## src/rtl/pwrctl_pkg.sv

```systemverilog
package pwrctl_pkg;

  // Control register bit positions
  localparam int CTL_NAP    = 0;
  localparam int CTL_SEL_LO = 4;

  // Feature register bit positions
  localparam int FT_SCAN_OFF = 0;
  localparam int FT_REG_OFF  = 1;
  localparam int FT_TS_MAN   = 2;
  localparam int FT_FORCE    = 3;
  localparam int FT_WK_DIS   = 4;
  localparam int FT_WK_RISE  = 5;

  // Write-enable register bit positions
  localparam int WE_FEAT = 0;

  // Writable masks
  localparam logic [7:0] CTL_MASK = 8'hF1;
  localparam logic [7:0] FT_MASK  = 8'h37;
  localparam logic [7:0] WE_MASK  = 8'h07;

  typedef struct packed {
    logic wake_rise;
    logic wake_dis;
    logic ts_manual;
    logic reg_off;
    logic scan_off;
  } feat_t;

endpackage

```

## src/rtl/pwrctl_wake_det.sv

```systemverilog
module pwrctl_wake_det #(
  parameter int SYNC_STAGES = 2
) (
  input  logic clk,
  input  logic clr,
  input  logic pin,
  input  logic rise_sel,
  output logic edge_o
);

  logic [SYNC_STAGES-1:0] sync_q;
  logic                   prev_q;
  logic                   level;

  generate
    if (SYNC_STAGES == 1) begin : g_one
      always_ff @(posedge clk) begin
        if (clr) sync_q <= '0;
        else     sync_q <= pin;
      end
    end else begin : g_chain
      always_ff @(posedge clk) begin
        if (clr) sync_q <= '0;
        else     sync_q <= {sync_q[SYNC_STAGES-2:0], pin};
      end
    end
  endgenerate

  assign level = sync_q[SYNC_STAGES-1];

  always_ff @(posedge clk) begin
    if (clr) prev_q <= 1'b0;
    else     prev_q <= level;
  end

  assign edge_o = rise_sel ? (level & ~prev_q) : (~level & prev_q);

  // an edge report never lasts two cycles in a row
  a_r4_edge_single: assert property (@(posedge clk) disable iff (clr)
    edge_o |=> !edge_o);

endmodule

```

## src/rtl/pwrctl_scan_timer.sv

```systemverilog
module pwrctl_scan_timer #(
  parameter int PERIOD   = 640,
  parameter int ON_TICKS = 5
) (
  input  logic clk,
  input  logic clr,
  input  logic tick,
  input  logic scan_off,
  input  logic manual_on,
  output logic pwr_o
);

  localparam int CNT_W = (PERIOD > 1) ? $clog2(PERIOD) : 1;
  localparam logic [CNT_W-1:0] LAST = CNT_W'(PERIOD - 1);
  localparam logic [CNT_W-1:0] WIN  = CNT_W'(ON_TICKS);

  logic [CNT_W-1:0] cnt_q;
  logic             in_win;

  always_ff @(posedge clk) begin
    if (clr || scan_off) cnt_q <= '0;
    else if (tick) cnt_q <= (cnt_q == LAST) ? '0 : cnt_q + 1'b1;
  end

  assign in_win = (cnt_q < WIN);

  always_ff @(posedge clk) begin
    if (clr) pwr_o <= 1'b0;
    else     pwr_o <= manual_on | (~scan_off & in_win);
  end

  // the period counter stays inside its range
  a_r7_cnt_range: assert property (@(posedge clk) disable iff (clr)
    cnt_q <= LAST);
  // manual supply holds the output on
  a_r9_manual_on: assert property (@(posedge clk) disable iff (clr)
    manual_on |=> pwr_o);
  // scan off without manual keeps the output low
  a_r8_scan_off: assert property (@(posedge clk) disable iff (clr)
    (scan_off && !manual_on) |=> !pwr_o);

endmodule

```

## src/rtl/pwrctl_regbank.sv

```systemverilog
module pwrctl_regbank
  import pwrctl_pkg::*;
#(
  parameter int ADDR_W = 4,
  parameter int DATA_W = 8,
  parameter logic [ADDR_W-1:0] CTL_ADDR = ADDR_W'(4),
  parameter logic [ADDR_W-1:0] FT_ADDR  = ADDR_W'(7),
  parameter logic [ADDR_W-1:0] WE_ADDR  = ADDR_W'(8)
) (
  input  logic              clk,
  input  logic              rst,
  input  logic              wr_en,
  input  logic              rd_en,
  input  logic [ADDR_W-1:0] addr,
  input  logic [DATA_W-1:0] wdata,
  input  logic              wake_edge,
  output logic [DATA_W-1:0] rdata,
  output logic              nap,
  output feat_t             feat,
  output logic              soft_clr,
  output logic              soft_rst_q
);

  localparam logic [DATA_W-1:0] CM = DATA_W'(CTL_MASK);
  localparam logic [DATA_W-1:0] FM = DATA_W'(FT_MASK);
  localparam logic [DATA_W-1:0] WM = DATA_W'(WE_MASK);

  logic [DATA_W-1:0] ctl_q, ft_q, we_q;
  logic wr_ctl, wr_ft, wr_we, wake_ev;
  logic [DATA_W-1:0] rd_mux;

  assign wr_ctl   = wr_en && (addr == CTL_ADDR);
  assign wr_we    = wr_en && (addr == WE_ADDR);
  assign wr_ft    = wr_en && (addr == FT_ADDR) && we_q[WE_FEAT];
  assign soft_clr = wr_ft && wdata[FT_FORCE];
  assign wake_ev  = wake_edge && !ft_q[FT_WK_DIS];

  always_ff @(posedge clk) begin
    if (rst || soft_clr) begin
      ctl_q <= '0;
      ft_q  <= '0;
      we_q  <= '0;
    end else begin
      if (wr_ctl) ctl_q <= wdata & CM;
      if (wake_ev) ctl_q[CTL_NAP] <= 1'b0;
      if (wr_ft)  ft_q  <= wdata & FM;
      if (wr_we)  we_q  <= wdata & WM;
    end
  end

  always_ff @(posedge clk) begin
    if (rst) soft_rst_q <= 1'b0;
    else     soft_rst_q <= soft_clr;
  end

  always_comb begin
    rd_mux = '0;
    if (addr == CTL_ADDR)     rd_mux = ctl_q;
    else if (addr == FT_ADDR) rd_mux = ft_q;
    else if (addr == WE_ADDR) rd_mux = we_q;
  end

  always_ff @(posedge clk) begin
    if (rst || soft_clr) rdata <= '0;
    else if (rd_en)      rdata <= rd_mux;
  end

  assign nap            = ctl_q[CTL_NAP];
  assign feat.scan_off  = ft_q[FT_SCAN_OFF];
  assign feat.reg_off   = ft_q[FT_REG_OFF];
  assign feat.ts_manual = ft_q[FT_TS_MAN];
  assign feat.wake_dis  = ft_q[FT_WK_DIS];
  assign feat.wake_rise = ft_q[FT_WK_RISE];

  // a locked feature write leaves the register as it was
  a_r2_feat_locked: assert property (@(posedge clk) disable iff (rst)
    (wr_en && addr == FT_ADDR && !we_q[WE_FEAT]) |=> $stable(ft_q));
  // forced reset empties every register
  a_r6_clear_all: assert property (@(posedge clk) disable iff (rst)
    soft_clr |=> (ctl_q == '0 && ft_q == '0 && we_q == '0));
  // reset pulse is a single cycle
  a_r6_pulse_once: assert property (@(posedge clk) disable iff (rst)
    soft_rst_q |=> !soft_rst_q);
  // with wake disabled, only a control write can clear sleep
  a_r5_wake_blocked: assert property (@(posedge clk) disable iff (rst)
    (nap && ft_q[FT_WK_DIS] && !wr_ctl && !soft_clr) |=> nap);
  // user flags change only by a write or a clear
  a_r10_flags_hold: assert property (@(posedge clk) disable iff (rst)
    (!wr_we && !soft_clr) |=> $stable(we_q));
  // a wake event always leaves the sleep bit at 0
  a_r13_wake_wins: assert property (@(posedge clk) disable iff (rst)
    (wake_ev && !soft_clr) |=> !nap);

endmodule

```

## src/rtl/bmon_pwrctl.sv

```systemverilog
module bmon_pwrctl
  import pwrctl_pkg::*;
#(
  parameter int ADDR_W      = 4,
  parameter int DATA_W      = 8,
  parameter int SCAN_PERIOD = 640,
  parameter int SCAN_ON     = 5,
  parameter int SYNC_STAGES = 2
) (
  input  logic              clk,
  input  logic              rst,
  input  logic              wr_en,
  input  logic              rd_en,
  input  logic [ADDR_W-1:0] addr,
  input  logic [DATA_W-1:0] wdata,
  output logic [DATA_W-1:0] rdata,
  input  logic              ms_tick,
  input  logic              wake_pin,
  output logic              sleep_o,
  output logic              reg_off_o,
  output logic              tsense_o,
  output logic              soft_rst_o
);

  feat_t feat;
  logic  nap, soft_clr, wake_edge, clr_all;

  pwrctl_regbank #(
    .ADDR_W (ADDR_W),
    .DATA_W (DATA_W)
  ) u_regs (
    .clk        (clk),
    .rst        (rst),
    .wr_en      (wr_en),
    .rd_en      (rd_en),
    .addr       (addr),
    .wdata      (wdata),
    .wake_edge  (wake_edge),
    .rdata      (rdata),
    .nap        (nap),
    .feat       (feat),
    .soft_clr   (soft_clr),
    .soft_rst_q (soft_rst_o)
  );

  assign clr_all = rst | soft_clr;

  pwrctl_wake_det #(
    .SYNC_STAGES (SYNC_STAGES)
  ) u_wake (
    .clk      (clk),
    .clr      (clr_all),
    .pin      (wake_pin),
    .rise_sel (feat.wake_rise),
    .edge_o   (wake_edge)
  );

  pwrctl_scan_timer #(
    .PERIOD   (SCAN_PERIOD),
    .ON_TICKS (SCAN_ON)
  ) u_scan (
    .clk       (clk),
    .clr       (clr_all),
    .tick      (ms_tick),
    .scan_off  (feat.scan_off),
    .manual_on (feat.ts_manual),
    .pwr_o     (tsense_o)
  );

  assign sleep_o   = nap;
  assign reg_off_o = feat.reg_off;

  // sleep output only rises after a control write
  a_r3_sleep_by_write: assert property (@(posedge clk) disable iff (rst)
    $rose(sleep_o) |-> $past(wr_en && addr == ADDR_W'(4)));
  // regulator disable only moves on an accepted feature write or clear
  a_r11_regoff_stable: assert property (@(posedge clk) disable iff (rst)
    !$past(wr_en) |-> $stable(reg_off_o));

endmodule

```

## config.mk

```make
export PLATFORM = sky130hd
export DESIGN_NAME = bmon_pwrctl
export DESIGN_NICKNAME = d
export VERILOG_FILES = /design/src/rtl/pwrctl_pkg.sv /design/src/rtl/pwrctl_wake_det.sv /design/src/rtl/pwrctl_scan_timer.sv /design/src/rtl/pwrctl_regbank.sv /design/src/rtl/bmon_pwrctl.sv
export SDC_FILE = /design/constraint.sdc
export NUM_CORES = 1
export LEC_CHECK = 0
export BUFFER_PORTS_ARGS = -buffer_cell sky130_fd_sc_hd__buf_2
export CORE_ASPECT_RATIO = 1.25
export CORE_MARGIN = 4
export CORE_UTILIZATION = 50
export CTS_CLUSTER_SIZE = 30
export DETAILED_ROUTE_END_ITERATION = 16
export PLACE_DENSITY = 0.71
export SYNTH_ARGS = -nofsm -noshare
export SYNTH_HDL_FRONTEND = slang
export SYNTH_SLANG_ARGS = --single-unit
```

## constraint.sdc

```tcl
create_clock -name clk -period 1.4 [get_ports clk]
set_input_delay 0.07 -clock clk [delete_from_list [all_inputs] [get_ports clk]]
set_output_delay 0.07 -clock clk [all_outputs]
set_load 0.05 [all_outputs]
```

======== After elaboration in Yosys (flattened, before gate mapping) ========
Cells that the tools add are included.
storage, ports and cells
  flip-flop bits (word level) ............. 36
  word-level logic and storage cells ...... 39
  bits of input ports ..................... 18
  output and inout port bits .............. 12
cells by class
  mux-type cells .......................... 5
  bitwise logic cells ..................... 8
  magnitude comparators ................... 1
  equality and inequality tests ........... 4
  reductions and logical operators ........ 10
  add/subtract/negate cells ............... 1
operator list
  kind                                                                   number
  8-bit 2-to-1 mux                                                       2
  10-bit by 1-bit adder with 10-bit output, second input constant        1
  10-bit equality test, second input constant                            1
  10-bit by 3-bit < comparator with 1-bit output, second input constant  1
  10-bit 2-to-1 mux                                                      1
  4-bit by 3-bit equality test with 1-bit output, second input constant  2
  1-bit logical AND                                                      6
  4-bit equality test, second input constant                             1
  1-bit bitwise AND                                                      3
  3-bit 2-to-1 mux                                                       1
  1-bit inverter                                                         3
  1-bit logical OR                                                       2
  1-bit bitwise OR                                                       2
  2-bit OR reduction                                                     1
  1-bit zero test                                                        1
  1-bit 2-to-1 mux                                                       1

======== Depth between registers and ports, before layout ========
  depth in word-level cells ............... 6
  gate-level depth with buffers ........... 5
  mapped depth without buffers ............ 5

======== Cells and area by module ========
A second synthesis with hierarchy kept.
unflattened totals
  cells, all modules ...................... 179
  area total of the unflattened synthesis .. 1,641.6 um^2
by module, submodules not included
  module             times used  seq. area each (um^2)  area each (um^2)  cells an instance
  pwrctl_regbank     1           420.4                  983.4             106
  pwrctl_scan_timer  1           220.2                  550.5             63
  pwrctl_wake_det    1           60.1                   101.3             9
  bmon_pwrctl        1           0.0                    6.3               1

======== Worst setup path after synthesis ========
Ideal clock, no wire load.
  kind .................................... flip-flop to flip-flop
  from .................................... register u_scan.cnt_q[0]
  to ...................................... register u_scan.cnt_q[3]
  cell stages (with the launch flop) ...... 5
  path buffers ............................ 0
  period minus slack after synthesis ...... 1,253 ps
  arrival time ............................ 1,189 ps
  path slack .............................. 147 ps
  data required time ...................... 1,336 ps
  library setup time ...................... 64 ps
  cells stage by stage .................... dfxtp_1 ha_1 and3_1 a311o_1 nor2_1
on the way
  cells in the longest elaborated chain, start to end .. 2
  elaborated cells between the ends (all ways) .. 3
  classes of those cells .................. add/sub (1); eq/ne (1); mux (1)
RTL lines
  what                                                                                     line                     RTL
  start: declaration                                                                       pwrctl_scan_timer.sv:17  logic [CNT_W-1:0] cnt_q;
  start signal: assignment                                                                 pwrctl_scan_timer.sv:22  else if (tick) cnt_q <= (cnt_q == LAST) ? '0 : cnt_q + 1'b1;
  10-bit by 1-bit adder with 10-bit output / 10-bit equality test (equally long branches)  pwrctl_scan_timer.sv:22
  10-bit 2-to-1 mux (*)                                                                    pwrctl_scan_timer.sv:22
Every way passes the cells marked *; elsewhere a longest branch is shown, timed or not.
A chain may end at the register's enable or synchronous reset.

======== Worst setup path after layout ========
  from .................................... register u_scan.cnt_q[0]
  to ...................................... register u_scan.cnt_q[9]
The elaborated chain is that of the path after synthesis.

==> metrics.txt <==
ys async rst share=0; Die Y=69.1 µm; Top Ports=30; later-pin clock latency in the skew report=0.33 ns; drt pass-1 iters=4; design area=1830 µm²; Multi-input gate area=739 µm²; Final Util=0.665; syn nets=193; Non-Filler Instances=250; vias in the first global route=1326; sequential-to-total area share from yosys stat=0.469; number of flops mapped to enable cells by yosys=0; Filler Cell Count=248; Avg WL per Cell=13.4 µm; HP Class=input port to flip-flop; Post-Synthesis Cell Area=approximately 1500 µm²; Placed Cells=235; DR vias/cell=5.41; VDD IR max=0.578 mV; largest net degree at the start of global routing=23; FMAX=763 MHz; layout cells sized above 1=0.213; root buf cell=clkbuf_4; status=finished, final reports clean; Slew Viols, Final=0; setup tns final=0 ns; Critical Path RT=1.67 ns; first-pass GRT wire length=5680 µm; final worst-path cycle share=0.936; GPL Wtd Cong=0.858; # Post-CTS Setup Buffers=0; Startpoint Class=flip-flop; RSZ-0062 raised after global routing=false; crit path max fanout=5; worst hold margin=0.0351 ns; CTS Sinks=35; YS warnings=0; Post-Syn Instances=173; Seq. cell area=702 µm²; die area=about 3900 µm²; Clock Skew=roughly 0.0034 ns; critical path class=flip-flop to flip-flop; cts bufs inserted=5; total global-route track usage=0.183; iteration-0 DRC count of the detailed router=26; GRT overflow=0; setup ws final=0.0889 ns; vias=1352; Post-Place Worst Slack=0.0316 ns; maxcap violations=0; final hold vios=0; row count=21; #FFs+latches synth=35; ys flop type=dfxtp_1; initial core utilization=0.541; Final nets=237; syn avg cell area=8.63 µm²; DIE WIDTH=56.9 µm; CP arrival=1.58 ns; Post-DP Area=around 1700 µm²; Max clock buf depth=2; CTS tree=built; Final Critical Period=around 1.3 ns; Total Power=1.67 mW; crit end category=flip-flop; Netlist cell types=35; core box area=about 2800 µm²; Power Dens Cells=911 nW/µm²; Routed WL=3350 µm; Post-route DRC=0; Antenna Nets Post-Route=0; CTS clk-pin slew, worst paths=0.09 ns; ANT cells=0; initial antenna violation count=0; Area Overhead vs Synth=22.9%; final setup vio count=0; CTS H-Tree Depth=2; detailed placement HPWL=2420 µm; P_leak=between 0.7 and 0.8 nW; PortBufs=28
## critical path: stages, from the launching register on
cell     delay [ns]
dfxtp_2        0.34
ha_2           0.19
and3_4         0.19
a311o_1        0.41
nor2_1         0.12
## power by group
| group | internal (mW) | switching [mW] | leakage (nW) | total, mW |
|---|---|---|---|---|
| Sequential | 1.01 | 0.00900 | 0.284 | 1.02 |
| Clock | 0.178 | 0.303 | 0.0242 | 0.482 |
| Combinational | 0.0690 | 0.0997 | 0.415 | 0.169 |
| Total | 1.26 | 0.412 | 0.723 | 1.67 |
## per-layer routing
layer,up-vias,global-route usage,wire [µm]
li1,686,-,-
met1,615,0.187,1370
met2,40,0.320,1700
met3,11,0.0672,195
met4,0,0.0954,92
met5,-,0,0
## synth_stat cells (all sizes together), types with 2 or more instances
master | number | area, µm²
nor3 | 8 | 40.0
nand4 | 4 | 25.0
nor4 | 2 | 12.5
a221oi | 2 | 17.5
nand2 | 21 | 78.8
a21oi | 13 | 65.1
mux2i | 6 | 60.1
a31oi | 2 | 12.5
xnor2 | 3 | 26.3
clkbuf | 3 | 11.3
nor4b | 2 | 30.0
ha | 2 | 25.0
dfxtp | 35 | 701
inv | 7 | 26.3
xor2 | 5 | 43.8
nor2 | 22 | 82.6
nand2b | 2 | 12.5
and3 | 2 | 12.5
buf | 4 | 22.5
a22o | 2 | 17.5
nand3 | 13 | 65.1
## area by class of cell
type | count | area share
sequential | 35 | 0.383
multi-input combinational | 124 | 0.403
inverter | 7 | 0.0143
clock buffer | 6 | 0.0225
tap | 34 | 0.0232
timing repair buffer | 44 | 0.154
## flip-flops by register name, summed over array words and instances (netlist names)
signal / flops
u_regs.soft_rst_q: 1
u_regs.we_q: 3
u_wake.prev_q: 1
u_regs.rdata: 7
u_regs.ctl_q: 5
u_wake.sync_q: 2
u_regs.ft_q: 5
u_scan.pwr_o: 1
u_scan.cnt_q: 10
## cell usage in the layout, fill, tap and decap left out, types with 2 or more instances in the layout
cell,count
nor2_1,22
nand4_1,4
inv_1,7
nor4_1,2
dfxtp_1,34
a31oi_1,2
nor4b_2,2
nand2b_1,2
dlygate4sd3_1,9
buf_2,28
a21oi_1,13
mux2i_1,6
xnor2_1,3
xor2_1,5
a221oi_1,2
nand2_1,21
nand3_1,13
clkbuf_4,5
a22o_1,2
buf_4,7
nor3_1,8
## final timing paths
check	from	end	slack, ns	cells after the start
worst max-delay path	u_scan.cnt_q[0]	u_scan.cnt_q[9]	0.09	4
worst min-delay path	wdata[0]	u_regs.we_q[0]	0.04	3
worst max register to register	u_scan.cnt_q[0]	u_scan.cnt_q[9]	0.09	4
worst min register to register	u_wake.sync_q[0]	u_wake.sync_q[1]	0.42	2
## logic make-up (layout without fill, tap and decap cells)
logic type,after synthesis,count (layout),synth area share
flip-flops,35,35,0.469
other,1,1,0.00251
AND/OR/NAND/NOR,83,83,0.280
multiplexers,6,6,0.0402
XOR/XNOR,8,8,0.0469
AO/OA/AOI/OAI,24,24,0.104
buffers and inverters,14,57,0.0402
adder cells (fa/ha/maj),2,2,0.0168
## repair_timing
| action | CTS | global route |
|---|---|---|
| gates resized for setup | 0 | 4 |
| endpoints found under the hold margin | 12 | 0 |
| endpoints found under the setup margin | 0 | 6 |
| hold buffers | 9 | 0 |
Power figures use the tool's default switching activity.
